### src/rtl/phy_led_ctrl.sv
module phy_led_ctrl #(
  parameter int unsigned CLK_HZ     = 25_000_000,
  parameter int unsigned STRETCH_MS = 40,
  parameter int unsigned ADDR_W     = 9,
  parameter int unsigned BASE_ADDR  = 'h1E0
) (
  input  logic              clk,
  input  logic              rst_n,
  input  logic              wr_en,
  input  logic [ADDR_W-1:0] addr,
  input  logic [15:0]       wdata,
  output logic [15:0]       rdata,
  input  logic              link_up,
  input  logic [1:0]        speed,
  input  logic              pdown,
  input  logic              eee_mode,
  input  logic              aneg_run,
  input  logic              abist_run,
  input  logic              cdiag_run,
  input  logic              tx_act,
  input  logic              rx_act,
  input  logic              col_act,
  output logic [3:0]        led
);

  localparam int NLED        = 4;
  localparam int NREG        = 2 + 2 * NLED;
  localparam int HALF0       = CLK_HZ / 4;
  localparam int CW          = $clog2(HALF0 + 1);
  localparam int STRETCH_CYC = int'((longint'(CLK_HZ) * longint'(STRETCH_MS)) / 1000);
  localparam int SW          = $clog2(STRETCH_CYC + 1);
  localparam logic [31:0] RST_HI = 32'h40_40_20_70;
  localparam logic [31:0] RST_LO = 32'h20_00_00_03;

  logic [ADDR_W-1:0] off;
  logic              in_rng;
  assign off    = addr - ADDR_W'(BASE_ADDR);
  assign in_rng = (addr >= ADDR_W'(BASE_ADDR)) && (off < ADDR_W'(NREG));

  logic [1:0] fast_r, slow_r;
  logic [2:0] g_inv, g_scan, g_cbl;
  logic [3:0] con [NLED];
  logic [3:0] fbl [NLED];
  logic [3:0] sbl [NLED];
  logic [2:0] pmask [NLED];

  always_ff @(posedge clk) begin
    if (!rst_n) begin
      fast_r <= 2'd3;
      slow_r <= 2'd0;
      g_inv  <= 3'd5;
      g_scan <= 3'd6;
      g_cbl  <= 3'd7;
      for (int i = 0; i < NLED; i++) begin
        con[i]   <= RST_HI[8*i+4 +: 4];
        fbl[i]   <= RST_HI[8*i   +: 4];
        sbl[i]   <= RST_LO[8*i+4 +: 4];
        pmask[i] <= RST_LO[8*i   +: 3];
      end
    end else if (wr_en && in_rng) begin
      if (off == 0) begin
        fast_r <= wdata[7:6];
        slow_r <= wdata[5:4];
        g_inv  <= wdata[2:0];
      end
      if (off == 1) begin
        g_scan <= wdata[6:4];
        g_cbl  <= wdata[2:0];
      end
      for (int i = 0; i < NLED; i++) begin
        if (off == ADDR_W'(2 + 2*i)) begin
          con[i] <= wdata[7:4];
          fbl[i] <= wdata[3:0];
        end
        if (off == ADDR_W'(3 + 2*i)) begin
          sbl[i]   <= wdata[7:4];
          pmask[i] <= wdata[2:0];
        end
      end
    end
  end

  always_comb begin
    rdata = '0;
    if (in_rng) begin
      if (off == 0) rdata[7:0] = {fast_r, slow_r, 1'b0, g_inv};
      if (off == 1) rdata[7:0] = {1'b0, g_scan, 1'b0, g_cbl};
      for (int i = 0; i < NLED; i++) begin
        if (off == ADDR_W'(2 + 2*i)) rdata[7:0] = {con[i], fbl[i]};
        if (off == ADDR_W'(3 + 2*i)) rdata[7:0] = {sbl[i], 1'b0, pmask[i]};
      end
    end
  end

  function automatic logic [CW-1:0] half_of(input logic [1:0] r);
    half_of = CW'(HALF0 >> r);
  endfunction

  logic [CW-1:0] bcnt [2];
  logic [1:0]    wave;

  for (genvar g = 0; g < 2; g++) begin : g_blink
    logic [1:0] rsel;
    assign rsel = (g == 0) ? fast_r : slow_r;
    always_ff @(posedge clk) begin
      if (!rst_n) begin
        bcnt[g] <= half_of((g == 0) ? 2'd3 : 2'd0) - CW'(1);
        wave[g] <= 1'b0;
      end else if (bcnt[g] == '0) begin
        bcnt[g] <= half_of(rsel) - CW'(1);
        wave[g] <= ~wave[g];
      end else begin
        bcnt[g] <= bcnt[g] - CW'(1);
      end
    end

    AST_WAVE_AT_BOUNDARY: assert property (@(posedge clk) disable iff (!rst_n)
      !$stable(wave[g]) |-> $past(bcnt[g]) == '0);
    AST_CNT_IN_RANGE: assert property (@(posedge clk) disable iff (!rst_n)
      bcnt[g] < CW'(HALF0));
  end

  function automatic logic cmet(input logic [3:0] c, input logic lu, input logic [1:0] sp,
                                input logic [4:0] st);
    logic [2:0] spd_hot;
    spd_hot = (!lu) ? 3'b000 : (sp == 2'd0) ? 3'b001 : (sp == 2'd1) ? 3'b010 :
              (sp == 2'd2) ? 3'b100 : 3'b000;
    if (c[3] == 1'b0) cmet = |(c[2:0] & spd_hot);
    else if (c[2:0] <= 3'd4) cmet = st[c[2:0]];
    else cmet = 1'b0;
  endfunction

  logic [4:0] st;
  logic [2:0] act;
  assign st  = {cdiag_run, abist_run, aneg_run, eee_mode, pdown};
  assign act = {col_act, rx_act, tx_act};

  logic [SW-1:0] scnt [NLED];
  logic [NLED-1:0] hit;

  for (genvar i = 0; i < NLED; i++) begin : g_led
    assign hit[i] = |(pmask[i] & act);

    always_ff @(posedge clk) begin
      if (!rst_n) scnt[i] <= '0;
      else if (hit[i]) scnt[i] <= SW'(STRETCH_CYC);
      else if (scnt[i] != '0) scnt[i] <= scnt[i] - SW'(1);
    end

    always_ff @(posedge clk) begin
      if (!rst_n) led[i] <= 1'b0;
      else if (hit[i] || scnt[i] != '0) led[i] <= 1'b0;
      else if (cmet(fbl[i], link_up, speed, st)) led[i] <= wave[0];
      else if (cmet(sbl[i], link_up, speed, st)) led[i] <= wave[1];
      else led[i] <= cmet(con[i], link_up, speed, st);
    end

    AST_PULSE_DARK: assert property (@(posedge clk) disable iff (!rst_n)
      hit[i] |=> !led[i]);
    AST_STRETCH_BOUND: assert property (@(posedge clk) disable iff (!rst_n)
      scnt[i] <= SW'(STRETCH_CYC));
  end

  AST_OOR_WRITE_IGNORED: assert property (@(posedge clk) disable iff (!rst_n)
    (wr_en && !in_rng) |=> ($stable(fast_r) && $stable(slow_r) && $stable(g_scan)));

endmodule

### config.mk
export PLATFORM = sky130hd
export DESIGN_NAME = phy_led_ctrl
export DESIGN_NICKNAME = d
export VERILOG_FILES = /design/src/rtl/phy_led_ctrl.sv
export SDC_FILE = /design/constraint.sdc
export NUM_CORES = 1
export LEC_CHECK = 0
export ABC_AREA = 1
export BUFFER_PORTS_ARGS = -buffer_cell sky130_fd_sc_hd__buf_2
export CORE_MARGIN = 2
export CORE_UTILIZATION = 39
export CTS_BUF_LIST = sky130_fd_sc_hd__clkbuf_8 sky130_fd_sc_hd__clkbuf_16
export DETAILED_ROUTE_END_ITERATION = 10
export PLACE_DENSITY = 0.6
export REMOVE_ABC_BUFFERS = 1
export SLEW_MARGIN = 25
export SYNTH_ARGS = -nofsm -noshare
export SYNTH_HDL_FRONTEND = slang
export SYNTH_SLANG_ARGS = --single-unit
### constraint.sdc
create_clock -name clk -period 5.6 [get_ports clk]
set_input_delay 0 -clock clk [delete_from_list [all_inputs] [get_ports clk]]
set_output_delay 0 -clock clk [all_outputs]
set_load 0.005 [all_outputs]
==> impl_metrics.env <==
export IMPL_ant_nets=0
export IMPL_synthTopCellsByCount="278 x nor2_1, 271 x nand2_1, 209 x inv_1"
export IMPL_drt_first_pass_iters=8
export IMPL_antenna_cells=0
export IMPL_yosysWarningCount=0
export IMPL_clock_sinks=205
export IMPL_drc_errors=0
export IMPL_worst_pin_slew_ns=1.15
export IMPL_fin_area_um2=14100
export IMPL_synthTopCellsByArea="edfxtp_1 45%, nor2_1 8.4%, nand2_1 8.1%, inv_1 6.3%, o21ai_0 4.6%"
export IMPL_io_pins=59
export IMPL_htreeDepth=1
export IMPL_wl_um=30900
export IMPL_ys_types=57
export IMPL_min_from="rst_n"
export IMPL_placedInstanceArea_um2=13200
export IMPL_finalCriticalPeriod_ns=3.29
export IMPL_die_y_um=183
export IMPL_clock_root_buffer="clkbuf_16"
export IMPL_gp_congestion=0.889
export IMPL_path_class="reg -> reg"
export IMPL_routed_via_density=5.08
export IMPL_start_kind="register"
export IMPL_fin_setup_tns_ns=0
export IMPL_async_flop_share_pct=0
export IMPL_p_comb_share_pct=13.1
export IMPL_dp_hpwl_um=22000
export IMPL_synth_edf_count=186
export IMPL_grt_max_degree=58
export IMPL_routedWlPerCell_um=15.0
export IMPL_required_ns=5.65
export IMPL_top_layer="met4"
export IMPL_cts_setup_buffers=0
export IMPL_coreArea_um2=31600
export IMPL_area_delta_synth_final_pct=12.5
export IMPL_drv_slew=0
export IMPL_cts_tree="yes"
export IMPL_vias=10400
export IMPL_cap_violations=0
export IMPL_grt_total_usage_pct=18.4
export IMPL_setup_viol=0
export IMPL_intPower_mw=2.90
export IMPL_power_switching_mw=1.05
export IMPL_period_share_pct=58.8
export IMPL_postCtsHoldBufs=6
export IMPL_peakVddDrop_uv=195
export IMPL_status="finished clean"
export IMPL_switching_share_pct=26.6
export IMPL_crit_path_start="scnt[0][0]"
export IMPL_max_freq_mhz=304
export IMPL_syn_avg_cell_area_um2=8.10
export IMPL_wl_met2_um=13200
export IMPL_max_slew_margin_pct=22.7
export IMPL_dieArea_um2=33500
export IMPL_nets=1688
export IMPL_synth_top_area_share_pct=44.7
export IMPL_drt_iter0_markers=949
export IMPL_hp_class="in -> reg"
export IMPL_portBuffers=42
export IMPL_cts_resized_gates=0
export IMPL_synth_most_common_cell="nor2_1"
export IMPL_overflow=0
export IMPL_r2r_setup_slack_ns=2.31
export IMPL_seq_area_frac_synth_pct=47.8
export IMPL_worstReg2RegStart="scnt[0][0]"
export IMPL_arrival_ns=3.34
export IMPL_p_per_area_nw_per_um2=281
export IMPL_skew_ns=0.0101
export IMPL_cts_buffers=25
export IMPL_p_leak_nw=6.00
export IMPL_placementRows=65
export IMPL_clkTransAtPathRegs_ns=0.06
export IMPL_synth_top_flop_cell="edfxtp_1"
export IMPL_synth_top_area_cell="edfxtp_1"
export IMPL_dr_wl_met3_um=2350
export IMPL_cp_max_fo=21
export IMPL_seqPwrFrac_pct=47.5
export IMPL_clockBufferDepth=3
export IMPL_netlist_instances=1543
export IMPL_critPathCaptureType="register"
export IMPL_clkPwrFrac_pct=39.3
export IMPL_hold_viol=0
export IMPL_grt_pass1_wl_um=49800
export IMPL_rsz0062_at_grt="no"
export IMPL_start_util_pct=39.6
export IMPL_worstSkewPairLatency_ns=0.51
export IMPL_grt_pass1_vias=9710
export IMPL_syn_area_um2=12500
export IMPL_drt_met1_wl_um=14600
export IMPL_drive_gt1_share_pct=9.00
export IMPL_antenna_found_initial=0
export IMPL_ys_ff_latch=205
export IMPL_die_w_um=183
export IMPL_hold_ws_ns=0.0548
final cells by class:
| type | instances | area, um^2 |
|---|---|---|
| multi-input combinational | 1138 | 5690 |
| clock buffer | 28 | 667 |
| tap | 402 | 503 |
| fill | 3123 | 17500 |
| clock inverter | 15 | 116 |
| timing repair buffer | 50 | 285 |
| inverter | 219 | 827 |
| sequential | 205 | 5970 |
flip-flops by register name, summed over array words and instances, names as in the netlist, 4 cells and up:
| signal | flops |
|---|---|
| scnt | 80 |
| con | 16 |
| fbl | 16 |
| led | 4 |
| pmask | 12 |
| bcnt | 46 |
| sbl | 16 |
final timing paths:
| kind | end | cells past startpoint |
|---|---|---|
| setup / recovery | scnt[0][19] | 11 |
| hold / removal | g_scan[1] | 5 |
| hold reg to reg | g_inv[0] | 2 |
| setup reg to reg | scnt[0][19] | 11 |
routing by layer:
layer / vias to the layer above / track usage [%]
met5: - / 0
met4: 0 / 5.18
met3: 56 / 2.70
met2: 313 / 28.7
met1: 4806 / 26.8
li1: 5273 / -
kinds of logic after synthesis:
kind of cell	synth area share, %
xor gates and xnor gates	3.86
adders and majority gates	1.00
and+or+nand+nor	27.8
other	0.0601
DFF	47.8
AOI/OAI and AO/OA	11.3
buffers and inverters	8.25
critical path, stage by stage, from the launching register on:
cell	delay (ns)
edfxtp_1	0.39
inv_1	0.09
ha_1	0.14
inv_1	0.07
nor4_2	0.29
nand2_1	0.11
nor2_1	0.19
nand3_1	0.14
inv_1	0.12
nand3_2	0.16
nand2_1	0.44
nand2_1	0.68
layout by cell type (no fill, tap or decap), drive strengths merged, types with 4 or more instances in the layout:
master,instances
o31ai,4
nor3,21
ha,10
o211ai,4
xnor2,19
xor2,36
a21oi,81
edfxtp,186
clkinv,12
dlygate4sd3,6
nand4,26
nand2,285
nor2,291
a31oi,8
conb,54
buf,44
dfxtp,19
o22ai,25
nand3,107
clkbuf,28
or2,17
nor4,12
inv,220
o21ai,122
metrics by stage:
| step | worst slack, ns | std cells | power (mW) | utilization [%] |
|---|---|---|---|---|
| after floorplan | 2.96 | 1562 | 2.27 | - |
| after global placement | 2.21 | 2008 | 2.41 | 41.9 |
| after detailed placement | 2.12 | 2008 | 2.42 | 41.9 |
| after CTS | 2.22 | 2057 | 4.00 | 44.5 |
| after global routing | 1.88 | 2057 | 4.14 | 44.5 |
| final | 2.31 | 2057 | 3.96 | 44.5 |
power by group through the flow:
stage	Clock [mW]	Combinational [mW]	Sequential (mW)
2_1_floorplan	0	0.388	1.89
3_3_place_gp	0	0.507	1.91
3_5_place_dp	0	0.514	1.91
4_1_cts	1.60	0.522	1.88
5_1_grt	1.65	0.596	1.89
6_report	1.56	0.520	1.88
(Power assumes the default switching activity.)
